$ cat src/rtl/sport_chan.sv
module sport_chan #(
  parameter int DIV_W = 8,
  parameter int FS_W  = 12,
  parameter int DEPTH = 2
) (
  input  logic             clk,
  input  logic             rst_n,
  input  logic             cfg_en,
  input  logic             cfg_free_fs,
  input  logic             cfg_lsb_first,
  input  logic [4:0]       cfg_wlen_m1,
  input  logic [DIV_W-1:0] cfg_half_div,
  input  logic [FS_W-1:0]  cfg_fs_gap,
  input  logic             tx_wr,
  input  logic [31:0]      tx_data,
  output logic             tx_full,
  input  logic             rx_rd,
  output logic [31:0]      rx_data,
  output logic             rx_valid,
  input  logic             clr_tx_uf,
  input  logic             clr_rx_ovf,
  output logic             tx_uf,
  output logic             rx_ovf,
  output logic             sclk,
  output logic             fs,
  output logic             sdo,
  input  logic             sdi
);
  localparam int AW = (DEPTH > 1) ? $clog2(DEPTH) : 1;
  localparam int CW = AW + 1;

  logic [DIV_W-1:0] hc;
  logic [DIV_W:0]   hc_nx;
  logic             sclk_q, fs_q, sdo_q;
  logic [FS_W-1:0]  gap;
  logic             pend, in_bits;
  logic [4:0]       bidx;
  logic [31:0]      tword, rsh, rx_word, next_word;
  logic [31:0]      tmem [DEPTH];
  logic [31:0]      rmem [DEPTH];
  logic [AW-1:0]    trp, twp, rrp, rwp;
  logic [CW-1:0]    tcnt, rcnt;
  logic             tx_uf_q, rx_ovf_q;

  function automatic logic [4:0] bpos(input logic [4:0] i);
    return cfg_lsb_first ? i : cfg_wlen_m1 - i;
  endfunction

  assign hc_nx = {1'b0, hc} + (DIV_W+1)'(1);
  wire tick   = cfg_en && (hc_nx >= {1'b0, cfg_half_div});
  wire fall_e = tick && sclk_q;
  wire rise_e = tick && !sclk_q;

  wire tx_any = (tcnt != '0);
  wire start  = fall_e && (gap == '0) && (cfg_free_fs || tx_any);
  wire twr_ok = tx_wr && (tcnt != CW'(DEPTH));
  wire tpop   = start && tx_any;
  wire rdone  = rise_e && in_bits && (bidx == cfg_wlen_m1);
  wire rfull  = (rcnt == CW'(DEPTH));
  wire rpush  = rdone && !rfull;
  wire rpop   = rx_rd && (rcnt != '0);

  assign next_word = tx_any ? tmem[trp] : tword;

  always_comb begin
    rx_word = rsh;
    rx_word[bpos(bidx)] = sdi;
  end

  always_ff @(posedge clk or negedge rst_n) begin
    if (!rst_n) begin
      hc <= '0; sclk_q <= 1'b0;
    end else if (!cfg_en) begin
      hc <= '0; sclk_q <= 1'b0;
    end else if (tick) begin
      hc <= '0; sclk_q <= !sclk_q;
    end else begin
      hc <= hc_nx[DIV_W-1:0];
    end
  end

  always_ff @(posedge clk or negedge rst_n) begin
    if (!rst_n) begin
      gap <= '0; pend <= 1'b0; in_bits <= 1'b0; bidx <= '0;
      fs_q <= 1'b0; sdo_q <= 1'b0; tword <= '0; rsh <= '0;
    end else if (!cfg_en) begin
      gap <= '0; pend <= 1'b0; in_bits <= 1'b0;
      fs_q <= 1'b0; sdo_q <= 1'b0;
    end else begin
      if (fall_e) begin
        if (start) begin
          fs_q <= 1'b1; pend <= 1'b1; in_bits <= 1'b0; sdo_q <= 1'b0;
          gap <= cfg_fs_gap; tword <= next_word; rsh <= '0;
        end else begin
          fs_q <= 1'b0;
          if (gap != '0) gap <= gap - FS_W'(1);
          if (pend) begin
            pend <= 1'b0; in_bits <= 1'b1; bidx <= '0;
            sdo_q <= tword[bpos(5'd0)];
          end else if (in_bits) begin
            if (bidx == cfg_wlen_m1) begin
              in_bits <= 1'b0; sdo_q <= 1'b0;
            end else begin
              bidx  <= bidx + 5'd1;
              sdo_q <= tword[bpos(bidx + 5'd1)];
            end
          end
        end
      end
      if (rise_e && in_bits) rsh <= rx_word;
    end
  end

  always_ff @(posedge clk) begin
    if (twr_ok) tmem[twp] <= tx_data;
    if (rpush)  rmem[rwp] <= rx_word;
  end

  always_ff @(posedge clk or negedge rst_n) begin
    if (!rst_n) begin
      trp <= '0; twp <= '0; tcnt <= '0;
      rrp <= '0; rwp <= '0; rcnt <= '0;
      tx_uf_q <= 1'b0; rx_ovf_q <= 1'b0;
    end else begin
      if (twr_ok) twp <= twp + AW'(1);
      if (tpop)   trp <= trp + AW'(1);
      case ({twr_ok, tpop})
        2'b10:   tcnt <= tcnt + CW'(1);
        2'b01:   tcnt <= tcnt - CW'(1);
        default: tcnt <= tcnt;
      endcase
      if (rpush) rwp <= rwp + AW'(1);
      if (rpop)  rrp <= rrp + AW'(1);
      case ({rpush, rpop})
        2'b10:   rcnt <= rcnt + CW'(1);
        2'b01:   rcnt <= rcnt - CW'(1);
        default: rcnt <= rcnt;
      endcase
      tx_uf_q  <= (tx_uf_q && !clr_tx_uf) || (start && !tx_any);
      rx_ovf_q <= (rx_ovf_q && !clr_rx_ovf) || (rdone && rfull);
    end
  end

  assign tx_full  = (tcnt == CW'(DEPTH));
  assign rx_valid = (rcnt != '0);
  assign rx_data  = rmem[rrp];
  assign tx_uf    = tx_uf_q;
  assign rx_ovf   = rx_ovf_q;
  assign sclk     = sclk_q;
  assign fs       = fs_q;
  assign sdo      = sdo_q;
endmodule

$ cat config.mk
export PLATFORM = sky130hd
export DESIGN_NAME = sport_chan
export DESIGN_NICKNAME = d
export VERILOG_FILES = /design/src/rtl/sport_chan.sv
export SDC_FILE = /design/constraint.sdc
export NUM_CORES = 1
export LEC_CHECK = 0
export ABC_AREA = 1
export BUFFER_PORTS_ARGS = -buffer_cell sky130_fd_sc_hd__buf_4
export CAP_MARGIN = 20
export CELL_PAD_IN_SITES_DETAIL_PLACEMENT = 1
export CELL_PAD_IN_SITES_GLOBAL_PLACEMENT = 2
export CORE_UTILIZATION = 40
export DETAILED_ROUTE_END_ITERATION = 8
export HOLD_SLACK_MARGIN = 0.06
export PLACE_DENSITY = 0.88
export SLEW_MARGIN = 20
export SYNTH_ARGS = -nofsm -noshare
export SYNTH_HDL_FRONTEND = slang
export SYNTH_SLANG_ARGS = --single-unit
$ cat constraint.sdc
create_clock -name clk -period 7 [get_ports clk]
set_input_delay 0.35 -clock clk [delete_from_list [all_inputs] [get_ports clk]]
set_output_delay 0.35 -clock clk [all_outputs]
set_load 0.03 [all_outputs]
==> results of run 1 <==
==> cells in the final DEF (no fill, tap or decap), types with 21 or more instances in the layout <==
cell / n
mux2i_1: 32
inv_1: 75
buf_4: 116
ha_1: 21
o21ai_0: 39
edfxtp_1: 128
nor2_1: 34
nand3_1: 137
o21ai_2: 33
dfrtp_1: 103
dlygate4sd3_1: 35
clkbuf_16: 25
nand2_1: 478
==> cells in the mapped netlist, drive strengths merged <==
master	count
xor2	19
edfxtp	128
o211ai	2
fa	2
nand4	5
buf	25
nor3	4
nand3	138
inv	81
nor3b	1
o21ai	73
xnor2	8
and2	2
nor2	50
mux2i	32
nand3b	2
clkinv	3
o22ai	1
a21oi	13
or2	2
ha	21
dfrtp	103
nand2	485
clkbuf	17
a21boi	1
==> through the flow <==
stage                     setup slack [ps]  hold slack, ps  cells  utilization [%]
after global placement                3430             404   1670             44.6
after detailed placement              3270             416   1671             44.7
after CTS                             3280             103   1749             48.6
after floorplan                       3010            54.4   1218                -
final                                 3300             114   1750             48.7
after global routing                  2850             134   1750             48.7
==> per-layer routing <==
layer	global-route usage (%)	routed length [um]	vias up
li1	-	-	4284
met1	25.3	12300	4278
met2	38.8	14900	135
met3	2.95	991	45
met4	5.88	681	0
met5	0	0	-
==> worst min-delay path: stages <==
cell	delay, ps
buf_4	80
nand2_1	40
nand2_1	50
nand2_1	40
nand2_1	40
==> worst max-delay path by stage <==
stage / start / slack [ps] / end / cells past startpoint
floorplan: hc[0] / 3010 / rmem[1][0] / 17
global placement: hc[0] / 3430 / rsh[5] / 18
detailed placement: hc[0] / 3270 / rsh[6] / 18
CTS: hc[0] / 3280 / rsh[29] / 18
global route: hc[0] / 2850 / rsh[3] / 19
finish: hc[0] / 3300 / rsh[18] / 19
==> cells by family (layout without fill, tap and decap cells) <==
logic type	Yosys count	in the layout	synth area share, %
adders and majority gates	23	23	2.67
xor gates and xnor gates	27	27	2.09
DFF	231	231	56.7
buffers and inverters	126	280	4.98
muxes	32	32	2.83
AOI/OAI and AO/OA	90	90	5.18
and+or+nand+nor	689	689	25.6
==> what timing repair did <==
action                                 in CTS  in global routing
endpoints found under the hold margin     114                  0
hold buffers                               35                  0
setup buffers                               0                  0
==> final cells by class <==
type                       count  area share [%]
sequential                   231            47.3
tap                          378            3.49
inverter                      84            2.34
clock buffer                  35            5.04
multi-input combinational    861            32.1
timing repair buffer         153            9.41
clock inverter                 8           0.268
==> state kept, by name, summed over array words and instances, names as in the netlist, 2 cells and up <==
signal,flops
rcnt,2
rsh,32
hc,8
tcnt,2
gap,12
tword,32
bidx,5
rmem,64
tmem,64
==> power by group <==
group	leakage (nW)	internal [W]	switching, W
logic	3.22	0.000375	0.000714
registers	2.53	0.00159	0.0000842
clock network	0.356	0.000674	0.000515
==> impl_metrics.json, run 1 <==
{
  "status": "finished, final reports clean",
  "drive_above_1_share_pct": 15.7,
  "postRouteAntennaNets": 0,
  "layout_min_cycle_time_ps": 3700,
  "wl_mm": 28.9,
  "synthTopCellsByArea": "edfxtp_1 (34%), dfrtp_1 (23%), nand2_1 (16%), nand3_1 (6.1%), mux2i_1 (2.8%)",
  "wl_per_cell_um": 16.5,
  "finalHoldViolations": 0,
  "crit_family": "simple AND/OR/NAND/NOR gates",
  "vias_per_cell": 5.00,
  "skew_ps": 12.4,
  "postPlaceCellArea_mm2": 0.0125,
  "cpMaxStageDelayCell": "nand4_1",
  "holdPathStages": 5,
  "setup_tns_ps": 0,
  "antenna_found_initial": 0,
  "cts-resized-gates": 0,
  "rsz0062_at_grt": "no",
  "cts_tree": "built",
  "ys_warn_count": 0,
  "cts_buffers": 25,
  "clock_latency_ps": 520,
  "rows": 61,
  "crit_fanout": 21,
  "synth_cell_type_count": 41,
  "fin_crit_sh_pct": 52.9,
  "synth_top_area_share_pct": 33.9,
  "syn_area_per_cell_um2": 9.30,
  "design_area_mm2": 0.0136,
  "ys_seq_area_share_pct": 56.7,
  "startpoint_type": "register",
  "area_delta_synth_final_pct": 19.7,
  "ys_seq_elements": 231,
  "place_congestion": 0.820,
  "fin_nets": 1446,
  "drv_cap": 0,
  "min_to": "gap[5]",
  "setup_violations": 0,
  "root_buffer": "clkbuf_16",
  "critPathArrivalTime_ps": 4110,
  "irDropWorstVdd_mv": 0.298,
  "max-slew-margin-rel_pct": 34.9,
  "io_pins": 106,
  "dr.first_iter.drc_count": 520,
  "initial_utilization_pct": 40.7,
  "dieWidth_um": 170,
  "io_buffers": 105,
  "fillCellCount": 3168,
  "worst_pin_slew_ps": 971,
  "diodes": 0,
  "clockBufferDepth": 3,
  "synthCells": 1218,
  "p_per_area_mw_per_mm2": 292,
  "grt_pass1_wl_mm": 48.3,
  "netlist_area_mm2": 0.0113,
  "finalPower_w": 0.00395,
  "fmax_ghz": 0.270,
  "multi_input_area_mm2": 0.00436,
  "grt_pass1_vias": 9431,
  "total_leakage_power_nw": 6.11,
  "synthesis.nets": 1308,
  "synth_top_cell_by_area": "edfxtp_1",
  "num_vias": 8742,
  "hp-class": "in2reg",
  "final_max_slew_viol_count": 0,
  "h-tree-depth": 1,
  "grt_max_degree": 65,
  "worstPathRequired_ps": 7400,
  "track_usage_pct": 21.0,
  "ff2ff_path_depth": 19,
  "crit_path_max_incr_delay_ps": 540,
  "cts.sinks": 231,
  "drc": 0,
  "die-height_um": 170,
  "end_kind": "register",
  "reg2reg_slack_ps": 3300,
  "crit_path_frequent_cell": "nand2_1",
  "r2r_end": "rsh[18]",
  "die_area_mm2": 0.0290,
  "worstHoldStart": "cfg_fs_gap[5]",
  "dpl.hpwl_mm": 19.8,
  "fp.coreArea_mm2": 0.0279,
  "clk_pin_slew_ps": 60,
  "crit_chain": "ha_1, nand3_2, xor2_1, inv_1, ha_1, nand2_1, nor2_1, nand2_1, nand3_1, nand2_1, nand2_1, nand2_1, nand2_2, nand4_1, nand2_1, clkinv_1, buf_16, nand2_1, nand2_1",
  "crit_buf_inv": 3,
  "path_class": "reg2reg",
  "worstReg2RegStart": "hc[0]",
  "first_pass_iters": 4,
  "grt_overflow": 0,
  "register_area_mm2": 0.00642
}
No activity file was read; power rests on OpenSTA's default activity.
==> inputs of run 2 (changes only) <==
Settings changed: CORE_UTILIZATION 40 to 38, PLACE_DENSITY 0.88 to 0.85.
Clock period 7 ns to 3.7 ns, I/O delays scaled along.
==> impl_metrics.json, run 2 (synthesis gave the netlist of run 1 again) <==
{
  "fp.coreArea_mm2": 0.0290,
  "place_congestion": 0.815,
  "stdcell_count": 1778,
  "h-tree-depth": 1,
  "grt_max_degree": 74,
  "max-slew-margin-rel_pct": 35.4,
  "die_area_mm2": 0.0305,
  "postRouteAntennaNets": 0,
  "final_common_cell": "nand2_1",
  "setup_violations": 0,
  "crit_path_max_incr_delay_ps": 410,
  "crit_chain": "ha_1, nand3_2, xor2_1, inv_1, ha_1, nand2_1, nor2_1, nand2_1, nand3_1, nand2_1, nand2_1, nand2_1, a21boi_1, nand3_1, nor2_2, nand2_1, ha_1, a21oi_1, o21ai_0, xor2_1",
  "status": "finished, final reports clean",
  "root_buffer": "clkbuf_16",
  "dieWidth_um": 175,
  "cts.sinks": 231,
  "clockBufferDepth": 3,
  "track_usage_pct": 19.3,
  "top_regs": "rmem: 64 flops, tmem: 64 flops",
  "initial_utilization_pct": 39.1,
  "critPathArrivalTime_ps": 3740,
  "io_pins": 106,
  "final_cell_mix": "nand2_1 (478), nand3_1 (137), edfxtp_1 (128)",
  "drv_cap": 0,
  "cts_setup_buffers": 0,
  "grt_pass1_wl_mm": 47.6,
  "total_leakage_power_nw": 6.24,
  "startpoint_type": "register",
  "dr.first_iter.drc_count": 387,
  "vias_per_cell": 4.90,
  "io_buffers": 105,
  "irDropWorstVdd_mv": 0.354,
  "cpMaxStageDelayCell": "dfrtp_1",
  "grt_overflow": 0,
  "die-height_um": 175,
  "finalHoldViolations": 0,
  "wl_per_cell_um": 16.0,
  "fin_nets": 1464,
  "worstPathRequired_ps": 4100,
  "diodes": 0,
  "final_max_slew_viol_count": 0,
  "crit_fanout": 4,
  "post-route-util_pct": 47.9,
  "first_pass_iters": 4,
  "postPlaceCellArea_mm2": 0.0125,
  "cts_buffers": 26,
  "clock_latency_ps": 530,
  "dpl.hpwl_mm": 19.5,
  "fin_crit_sh_pct": 90.4,
  "layout_min_cycle_time_ps": 3340,
  "antenna_found_initial": 0,
  "crit_path_frequent_cell": "nand2_1",
  "area_delta_synth_final_pct": 22.6,
  "drive_above_1_share_pct": 16.6,
  "grt_pass1_vias": 9150,
  "skew_ps": 11.8,
  "clk_pin_slew_ps": 60,
  "wl_mm": 28.5,
  "crit_family": "simple AND/OR/NAND/NOR gates",
  "p_per_area_mw_per_mm2": 569,
  "rows": 62,
  "crit_buf_inv": 1,
  "path_class": "reg2reg",
  "num_vias": 8709,
  "design_area_mm2": 0.0139,
  "end_kind": "register",
  "fmax_ghz": 0.299,
  "drc": 0,
  "cts_tree": "built",
  "hp-class": "in2reg",
  "worst_pin_slew_ps": 964,
  "dpl.cell_count": 1682
}
[run 2: cell count changes in the layout (fill, tap and decap cells not counted), moves of 2 or more]
cell,before,now
clkbuf_16,25,27
dlygate4sd3_1,35,48
buf_4,116,119
clkinvlp_4,0,4
bufinv_16,0,3
buf_16,2,0
clkbuf_1,8,1
buf_12,0,2
clkinv_4,0,3
[run 2: per-stage QoR]
stage | setup TNS (ps) | setup WS [ps] | total power [W] | hold slack [ps]
floorplan | 0 | 233 | 0.00457 | -111
global placement | 0 | 484 | 0.00522 | 370
detailed placement | 0 | 321 | 0.00528 | 373
CTS | 0 | 303 | 0.00801 | 73.1
global route | -1.73 | -1.73 | 0.00833 | 107
finish | 0 | 357 | 0.00791 | 83.4
[run 2: worst min-delay path, cell delays in order]
cell and delay, ps:
buf_4 190, nand2_2 120, o21ai_0 70
[run 2: report_power, final]
| group | internal, W | total (W) | switching (W) |
|---|---|---|---|
| Combinational | 0.000725 | 0.00208 | 0.00135 |
| Clock | 0.00158 | 0.00266 | 0.00108 |
| Sequential | 0.00301 | 0.00317 | 0.000157 |
| Total | 0.00532 | 0.00791 | 0.00258 |
[run 2: metal layers]
metal / up-vias / GRT usage [%] / wire, um
met2: 121 / 34.9 / 14500
met1: 4240 / 24.5 / 12500
li1: 4318 / - / -
met5: - / 0 / 0
met4: 0 / 3.99 / 394
met3: 30 / 2.65 / 1050
[run 2: layout make-up]
| type | instances | area, um2 |
|---|---|---|
| multi-input cells | 861 | 4360 |
| repair buffers | 170 | 1430 |
| clock inverters | 18 | 186 |
| flip-flops and latches | 231 | 6420 |
| inverters | 84 | 318 |
| fillers | 3283 | 15100 |
| clock buffers | 30 | 707 |
| well taps | 384 | 480 |
[run 2: final timing paths]
path / start / endpoint / slack [ps] / cells past startpoint
setup reg to reg: hc[0] / rcnt[1] / 360 / 20
setup / recovery: hc[0] / rcnt[1] / 360 / 20
min in group asynchronous: rst_n / tword[29] / 260 / 2
max in group asynchronous: rst_n / rsh[14] / 2650 / 3
hold reg to reg: rsh[14] / rsh[14] / 480 / 2
hold / removal: cfg_en / pend / 80 / 3
[run 2: repair_timing]
item | 4_1_cts | 5_1_grt
endpoints found under the setup margin | 0 | 1
gates resized for setup | 0 | 1
hold buffers | 48 | 0
endpoints found under the hold margin | 150 | 0
